===== src/rtl/irqc_pkg.sv =====
package irqc_pkg;
  // Global word indices (byte offset / 4); the bank is picked by address bits 7:6
  localparam logic [5:0] W_GROUP  = 6'h00;
  localparam logic [5:0] W_PEND   = 6'h01;
  localparam logic [5:0] W_ALIAS  = 6'h02;
  localparam logic [5:0] W_CLEAR  = 6'h03;
  localparam logic [5:0] W_STATUS = 6'h04;
  localparam logic [5:0] W_ROUTE  = 6'h05;

  typedef enum logic [1:0] {
    BANK_GLOBAL = 2'b00,
    BANK_MASK   = 2'b01,
    BANK_FORCE  = 2'b10,
    BANK_EXT    = 2'b11
  } bank_e;

  localparam int unsigned EXT_W = 4;
  localparam int unsigned SEL_W = 4;  // processor index within a 16-word bank
endpackage


===== src/rtl/irqc_edge_det.sv =====
module irqc_edge_det #(
  parameter int unsigned W = 16
) (
  input  logic         clk,
  input  logic         rst_n,
  input  logic [W-1:0] lines,
  output logic [W-1:0] evt
);
  logic [W-1:0] prev_q;

  always_ff @(posedge clk) begin
    if (!rst_n) prev_q <= '0;
    else        prev_q <= lines;
  end

  assign evt = lines & ~prev_q;

  // an event never appears on two consecutive edges for the same line
  p_single_event_r10: assert property (@(posedge clk) disable iff (!rst_n)
    ((evt & $past(evt)) == '0));
endmodule


===== src/rtl/irqc_prio_enc.sv =====
module irqc_prio_enc #(
  parameter int unsigned W     = 16,
  parameter int unsigned IDX_W = $clog2(W)
) (
  input  logic [W-1:0]     vec,
  output logic [IDX_W-1:0] idx
);
  always_comb begin
    idx = '0;
    for (int i = 1; i < int'(W); i++) begin
      if (vec[i]) idx = IDX_W'(i);
    end
  end

  always_comb begin
    // the reported index is a member of the vector, and no higher bit is set
    p_enc_member_r4: assert ((vec[W-1:1] == '0) || vec[idx]);
    p_enc_highest_r4: assert (((vec >> idx) >> 1) == '0);
  end
endmodule


===== src/rtl/irqc_top.sv =====
module irqc_top
  import irqc_pkg::*;
#(
  parameter int NUM_CPU   = 16,
  parameter int NUM_LINES = 15,
  parameter int ADDR_W    = 8,
  parameter int DATA_W    = 32
) (
  input  logic                              clk,
  input  logic                              rst_n,
  input  logic [NUM_LINES:0]                irq_lines,
  input  logic                              bus_we,
  input  logic [ADDR_W-1:0]                 bus_addr,
  input  logic [DATA_W-1:0]                 bus_wdata,
  output logic [DATA_W-1:0]                 bus_rdata,
  input  logic                              ack_valid,
  input  logic [$clog2(NUM_LINES+1)-1:0]    ack_num,
  output logic [$clog2(NUM_LINES+1)-1:0]    cpu_irq
);
  localparam int IW    = NUM_LINES + 1;
  localparam int IDX_W = $clog2(IW);
  localparam int HALF  = DATA_W / 2;
  localparam logic [IW-1:0] NO_B0 = {{(IW-1){1'b1}}, 1'b0};

  // ---------------- decode ----------------
  logic [5:0]       word;
  bank_e            bank;
  logic [SEL_W-1:0] cpu_sel;
  logic             cpu_ok;
  logic [IW-1:0]    w_set, w_clr, kill;

  assign word    = bus_addr[7:2];
  assign bank    = bank_e'(bus_addr[7:6]);
  assign cpu_sel = bus_addr[5:2];
  assign cpu_ok  = int'(cpu_sel) < NUM_CPU;
  assign w_set   = bus_wdata[IW-1:0] & NO_B0;
  assign w_clr   = bus_wdata[HALF+IW-1:HALF] & NO_B0;

  logic wr_group, wr_clear, wr_alias, wr_route;
  assign wr_group = bus_we && bank == BANK_GLOBAL && word == W_GROUP;
  assign wr_alias = bus_we && bank == BANK_GLOBAL && word == W_ALIAS;
  assign wr_clear = bus_we && bank == BANK_GLOBAL && word == W_CLEAR;
  assign wr_route = bus_we && bank == BANK_GLOBAL && word == W_ROUTE;

  // bits retired this cycle by a clear write or an acknowledge
  assign kill = ((wr_clear ? w_set : '0) |
                 (ack_valid ? (IW'(1) << ack_num) : '0)) & NO_B0;

  // ---------------- line events ----------------
  logic [IW-1:0] evt_raw, evt;

  irqc_edge_det #(.W(IW)) u_edge (
    .clk   (clk),
    .rst_n (rst_n),
    .lines (irq_lines),
    .evt   (evt_raw)
  );
  assign evt = evt_raw & NO_B0;

  // ---------------- global words ----------------
  logic [IW-1:0] group_q, route_q, pend_q;

  always_ff @(posedge clk) begin
    if (!rst_n) begin
      group_q <= '0;
      route_q <= '0;
      pend_q  <= '0;
    end else begin
      if (wr_group) group_q <= w_set;
      if (wr_route) route_q <= w_set;
      pend_q <= (pend_q | (evt & ~route_q)) & ~kill;
    end
  end

  // ---------------- per-processor banks ----------------
  logic [IW-1:0]    msk_arr [NUM_CPU];
  logic [IW-1:0]    frc_arr [NUM_CPU];
  logic [EXT_W-1:0] ext_arr [NUM_CPU];

  for (genvar c = 0; c < NUM_CPU; c++) begin : g_cpu
    logic             hit;
    logic [IW-1:0]    msk_q, frc_q, frc_nx;
    logic [EXT_W-1:0] ext_q;

    assign hit = bus_we && cpu_sel == SEL_W'(c);

    always_comb begin
      frc_nx = frc_q;
      if (hit && bank == BANK_FORCE) frc_nx = (frc_nx | w_set) & ~w_clr;
      if (c == 0 && wr_alias)        frc_nx = w_set;
      frc_nx = frc_nx | (evt & route_q);
      if (c == 0)                    frc_nx = frc_nx & ~kill;
    end

    always_ff @(posedge clk) begin
      if (!rst_n) begin
        msk_q <= '0;
        frc_q <= '0;
        ext_q <= '0;
      end else begin
        frc_q <= frc_nx;
        if (hit && bank == BANK_MASK) msk_q <= w_set;
        if (hit && bank == BANK_EXT)  ext_q <= bus_wdata[EXT_W-1:0];
      end
    end

    assign msk_arr[c] = msk_q;
    assign frc_arr[c] = frc_q;
    assign ext_arr[c] = ext_q;
  end

  // ---------------- request ----------------
  logic [IW-1:0]    act, hi_grp, lo_grp, win;
  logic [IDX_W-1:0] win_idx;

  assign act    = (pend_q | frc_arr[0]) & msk_arr[0];
  assign hi_grp = act & group_q;
  assign lo_grp = act & ~group_q;
  assign win    = (hi_grp != '0) ? hi_grp : lo_grp;

  irqc_prio_enc #(.W(IW), .IDX_W(IDX_W)) u_enc (
    .vec (win),
    .idx (win_idx)
  );

  always_ff @(posedge clk) begin
    if (!rst_n) cpu_irq <= '0;
    else        cpu_irq <= win_idx;
  end

  // ---------------- read path ----------------
  always_comb begin
    bus_rdata = '0;
    unique case (bank)
      BANK_GLOBAL: begin
        case (word)
          W_GROUP: bus_rdata[IW-1:0] = group_q;
          W_PEND:  bus_rdata[IW-1:0] = pend_q;
          W_ALIAS: bus_rdata[IW-1:0] = frc_arr[0];
          W_ROUTE: bus_rdata[IW-1:0] = route_q;
          default: ;
        endcase
      end
      BANK_MASK:  if (cpu_ok) bus_rdata[IW-1:0]    = msk_arr[cpu_sel];
      BANK_FORCE: if (cpu_ok) bus_rdata[IW-1:0]    = frc_arr[cpu_sel];
      BANK_EXT:   if (cpu_ok) bus_rdata[EXT_W-1:0] = ext_arr[cpu_sel];
      default: ;
    endcase
  end

  // ---------------- assertions ----------------
  // no bit-0 state in the shared words or in processor 0's force word
  p_bit0_zero_r2: assert property (@(posedge clk) disable iff (!rst_n)
    (pend_q[0] == 1'b0 && group_q[0] == 1'b0 && route_q[0] == 1'b0 &&
     frc_arr[0][0] == 1'b0));

  // bits named in a clear write are gone from pending after the edge
  p_clear_wins_r5: assert property (@(posedge clk) disable iff (!rst_n)
    wr_clear |=> ((pend_q & $past(w_set)) == '0));

  // an acknowledged number is absent from pending and processor-0 force
  p_ack_clears_r6: assert property (@(posedge clk) disable iff (!rst_n)
    (ack_valid && ack_num != '0) |=>
      (pend_q[$past(ack_num)] == 1'b0 && frc_arr[0][$past(ack_num)] == 1'b0));

  // a line routed to the force words never raises a pending bit
  p_route_no_pend_r9: assert property (@(posedge clk) disable iff (!rst_n)
    ((pend_q & ~$past(pend_q) & $past(route_q)) == '0));

  // the status word always reads zero
  p_status_zero_r11: assert property (@(posedge clk) disable iff (!rst_n)
    (bank == BANK_GLOBAL && word == W_STATUS) |-> (bus_rdata == '0));

  // with nothing active the request drops to zero on the next edge
  p_idle_zero_r4: assert property (@(posedge clk) disable iff (!rst_n)
    (act == '0) |=> (cpu_irq == '0));
endmodule


===== config.mk =====
export PLATFORM = sky130hd
export DESIGN_NAME = irqc_top
export DESIGN_NICKNAME = d
export VERILOG_FILES = /design/src/rtl/irqc_pkg.sv /design/src/rtl/irqc_edge_det.sv /design/src/rtl/irqc_prio_enc.sv /design/src/rtl/irqc_top.sv
export SDC_FILE = /design/constraint.sdc
export NUM_CORES = 2
export LEC_CHECK = 0
export ABC_AREA = 1
export BUFFER_PORTS_ARGS = -buffer_cell sky130_fd_sc_hd__clkbuf_2
export CORE_ASPECT_RATIO = 0.5
export CORE_UTILIZATION = 50
export DETAILED_ROUTE_END_ITERATION = 7
export PLACE_DENSITY = 0.63
export SETUP_SLACK_MARGIN = 0.4
export SYNTH_ARGS = -nofsm -noshare
export SYNTH_HDL_FRONTEND = slang
export SYNTH_HIERARCHICAL = 1
export SYNTH_SLANG_ARGS = --single-unit

===== constraint.sdc =====
create_clock -name clk -period 5.3 [get_ports clk]
set_clock_uncertainty 0.1 [all_clocks]
set_input_delay 0.53 -clock clk [delete_from_list [all_inputs] [get_ports clk]]
set_output_delay 0.53 -clock clk [all_outputs]
set_load 0.02 [all_outputs]

Yosys cells after proc, flatten, opt, wreduce, memory -nomap -nowiden --
Index checks and enable logic that the tools add are counted.
Word-level totals: output and inout bits 36, input bits 64, register bits 626, logic and storage cells 262
Cells by class: bitwise operators 65, equality and inequality tests 22, reduce and logical (&&, ||, !) cells 73, multiplexer cells 47, shift operators 1, order comparisons 1
Operators by type and width (number):
- bitwise OR 16 bit | 35
- bitwise AND 16 bit | 24
- 2-to-1 mux 16 bit | 24
- binary-select mux 16 bit (select 4 bit) | 2
- NOT 16 bit | 5
- logical AND 1 bit | 69
- one-hot mux 16 bit (4 select lines) | 1
- 2-to-1 mux 4 bit | 10
- one-hot mux 12 bit (3 select lines) | 1
- equality test 4 bit (second input constant) | 8
- binary-select mux 4 bit (select 4 bit) | 1
- equality test 4 x 3 -> 1 bit (second input constant) | 4
- one-hot mux 4 bit (4 select lines) | 1
- nonzero test 16 bit | 1
- << shifter 1 x 4 -> 16 bit (first input constant) | 1
- equality test 6 x 2 -> 1 bit (second input constant) | 2
- 2-to-1 mux 3 bit | 4
- equality test 4 x 2 -> 1 bit (second input constant) | 2
- equality test 6 x 1 -> 1 bit (second input constant) | 1
- equality test 6 x 3 -> 1 bit (second input constant) | 1
- zero test 6 bit | 1
- greater-or-equal comparator 5 bit (second input constant) | 1
- NOT 4 -> 5 bit | 1
- equality test 2 bit (second input constant) | 2
- 6 further kinds | 7

Longest topological paths before layout --
depth after elaboration 20, mapped depth 24, mapped depth without buffers 24

Hierarchy --
Netlist, hierarchy kept.
Modules (own cells, without submodules):
- irqc_top | area an instance 29435.7 µm², times used 1, cells an instance 4344, sequential area each 11871.4 µm²
- irqc_edge_det | area an instance 586.8 µm², times used 1, cells an instance 82, sequential area each 320.3 µm²
- irqc_prio_enc | area an instance 167.7 µm², times used 1, cells an instance 41, sequential area each 0.0 µm²

Worst setup path before layout --
OpenSTA, ideal clock, no wires.
kind input port to output port, start input bus_addr[3], end output bus_rdata[0], buffers on the path 3, slack 2716 ps, arrival time 1954 ps, required time 4670 ps, stages 11, cell sequence buf_4 -> inv_4 -> nor2_2 -> buf_2 -> buf_2 -> a22oi_1 -> nand2_1 -> nand2_1 -> nand3_1 -> nor2_1 -> nor2_1
On the way: word-level cells in the longest chain between the ends 5, elaborated cells on any way between the ends 16, classes of those cells eq/ne: 3; mux: 11; bitwise: 1; reduce/logical: 1
Ends and longest elaborated chain:
- from (decl) | line irqc_top.sv:13 | input logic [ADDR_W-1:0] bus_addr,
- NOT 4 -> 5 bit (implied by the code) | line irqc_top.sv:144, irqc_top.sv:145, irqc_top.sv:146
- binary-select mux 4 bit (select 4 bit) (tied with other cells) | line irqc_top.sv:146 | BANK_EXT: if (cpu_ok) bus_rdata[EXT_W-1:0] = ext_arr[cpu_sel];
- 2-to-1 mux 4 bit (implied by the code) (tied with other cells) (2 in a row) | line irqc_top.sv:146
- one-hot mux 4 bit (4 select lines) * | line irqc_top.sv:134 | unique case (bank)
- to (decl) | line irqc_top.sv:15 | output logic [DATA_W-1:0] bus_rdata,
Every way passes the cells marked *; elsewhere a longest branch is shown, timed or not. The select of a mux whose other input is x is not followed.

Worst setup path in the final report --
start input bus_addr[3], end output bus_rdata[13]
On the way: word-level cells in the longest chain between the ends 5, elaborated cells on any way between the ends 13, classes of those cells eq/ne: 3; mux: 8; bitwise: 1; reduce/logical: 1
Ends and longest elaborated chain (line):
- NOT 4 -> 5 bit (implied by the code) | irqc_top.sv:144, irqc_top.sv:145
- binary-select mux 16 bit (select 4 bit) (on tied branches) | irqc_top.sv:145, irqc_top.sv:144
- 2-to-1 mux 16 bit (on tied branches) (2 in a row) | irqc_top.sv:145, irqc_top.sv:144
- one-hot mux 12 bit (3 select lines) * | irqc_top.sv:134
Marks and branches as above.

==> results.txt <==
Largest net degree at the start of global routing - 206
Reg clk slew, reported paths - 0.07 ns
Overflow after GRT - 0
Die Width - 349 um
Worst Tran Pin Value - 1.26 ns
CTS root buffer - clkbuf_16
Setup TNS - 0 ns
Post-cts sizing count - 0
Synth Instances - 4462
Row count - 63
Avg Cell Area, Syn - 6.76 um^2
Final nets - 4402
VDD IR max - 0.000267 V
Crit path required time - 4.67 ns
Hold Path Origin - irq_lines[6]
Status - complete, no violations
YS warnings - 6
Setup CP Type - in2out
Routed wire length per instance - 21.0 um
Vias/cell - 5.89
Min cycle time layout - 3.98 ns
Final Setup Violations - 0
Clk buf depth - 3
Routed Antenna Nets - 0
Unrepaired setup endpoints after global routing - false
Synthesized cell area - 30200 um^2
CP Capture Type - output port
Worst-Skew Late Latency - 0.62 ns
Pleak - 14.9 nW
CORE AREA - 59400 um^2
Die Height - 176 um
Number of fill cells in the layout - 5933
Tot GR Track Use - 34.6%
Layout cells sized above 1 - 7.07%
Critical path peak fanout - 48
DPL Wire Length - 66700 um
Vias in the first global route - 27.2k
Total Power - 0.00955 W
H-tree Lvls - 2
Via count - 30.6k
CTS Buf Count - 55
Crit start category - input port
Reg-to-Reg Start - g_cpu[0].frc_q[15]
CTS tree - done
PortBufs - 79
Max Cap Violations - 0
Max-slew headroom - 16.0%
Fin. Hold Viols - 0
Hold Crit Class - in2reg
Final WL - 109000 um
Global-route wire length before repair - 164000 um
Fin crit share - 75.0%
Die ar. - 61400 um^2
IO Count - 100
F_max - 251 MHz
Starting Density - 50.7%
# DRC - 0
TritonRoute pass-1 iters - 5
Iteration-0 DRC Markers - 3466
Final Max Tran Viols - 0
Initial antenna violation count - 3
Area occupied by multi-input gates - 14500 um^2
Gpl congestion - 0.958
Register area - 12200 um^2
Layout area overhead - 8.69%
Worst Setup SP - bus_addr[3]
Pwr per Cell Area - 291 nW/um^2
Clk sinks - 608
Worst path arrival time - 3.35 ns
-- metrics by stage --
| step | hold slack, ns | setup WS [ns] | cell area [um^2] | util (%) | instances |
|---|---|---|---|---|---|
| 4_1_cts | 0.000184 | 1.47 | 32800 | 55.1 | 5194 |
| 3_5_place_dp | 0.340 | 1.48 | 30800 | 51.9 | 5085 |
| 6_report | 0.0153 | 1.32 | 32800 | 55.1 | 5197 |
| 5_1_grt | 0.0283 | 1.21 | 32800 | 55.1 | 5195 |
| 2_1_floorplan | 0.325 | 2.72 | 30200 | - | 4477 |
| 3_3_place_gp | 0.337 | 1.47 | 30800 | 51.9 | 5085 |
-- final cells by class --
| cell class | instances | area share, % |
|---|---|---|
| Inverter | 519 | 5.97 |
| Multi-Input combinational cell | 2977 | 44.3 |
| Clock buffer | 82 | 4.91 |
| Sequential cell | 608 | 37.1 |
| Timing Repair Buffer | 177 | 3.85 |
| Antenna cell | 3 | 0.0229 |
| Tap cell | 812 | 3.10 |
| Clock inverter | 19 | 0.718 |
-- report_power, final --
| group | switching, W | total [W] | internal, W |
|---|---|---|---|
| sequential | 0.0000245 | 0.00464 | 0.00461 |
| combinational | 0.000561 | 0.000685 | 0.000124 |
| clock | 0.00189 | 0.00423 | 0.00234 |
| total | 0.00247 | 0.00955 | 0.00708 |
-- cells in the final DEF, fill, tap and decap left out, types with 11 or more instances in the layout --
cell type     n
nand4_1      25
clkbuf_2     77
o22ai_1      27
a31oi_1      12
o211ai_1    317
a21oi_1     402
nand2_1    1046
clkbuf_8     11
a21boi_0     15
nor3_1       24
nand3_1     223
clkinv_2     12
nor2_1      205
dfxtp_1     608
clkbuf_1     15
nor2_4       14
o21ai_1      20
nor2_2       21
a22oi_1      30
o221ai_1     14
clkbuf_16    56
buf_4        82
o21ai_0     552
inv_2        11
inv_1       501
conb_1       16
-- layer usage --
metal	share of wire, %	global-route usage [%]	vias to the layer above
met5	0	0	-
met4	2.8	10.7	0
met3	11	5.90	198
met2	42	50.9	1573
met1	45	51.1	14300
li1	-	-	14500
-- timing repair --
action	4_1_cts	5_1_grt
setup endpoints to repair	0	0
endpoints found under the hold margin	8	0
hold buffers	8	0
buffers inserted	0	0
-- path summary, 6_finish.rpt --
kind / slack [ns] / end / cells past startpoint
setup / recovery: 1.32 / bus_rdata[13] / 11
hold / removal: 0.02 / u_edge/prev_q[6] / 3
setup reg to reg: 2.52 / cpu_irq[1] / 16
hold reg to reg: 0.35 / g_cpu[11].msk_q[8] / 2
-- registers in the layout, indices dropped and copies added, names as in the netlist --
| signal | count |
|---|---|
| cpu_irq | 4 |
| g_cpu.ext_q | 64 |
| g_cpu.frc_q | 240 |
| g_cpu.msk_q | 240 |
| group_q | 15 |
| pend_q | 15 |
| route_q | 15 |
| u_edge/prev_q | 15 |
-- worst max-delay path, cell delays in order --
cell and delay, ns:
clkbuf_2 0.28, buf_4 0.49, nor2_4 0.07, buf_4 0.31, nand2_1 0.16, nand2_1 0.09, o21ai_0 0.20, nand2_1 0.06
o21ai_0 0.55, nand3_1 0.27, clkbuf_2 0.23
Note: power is estimated with default switching activity, not from simulation.
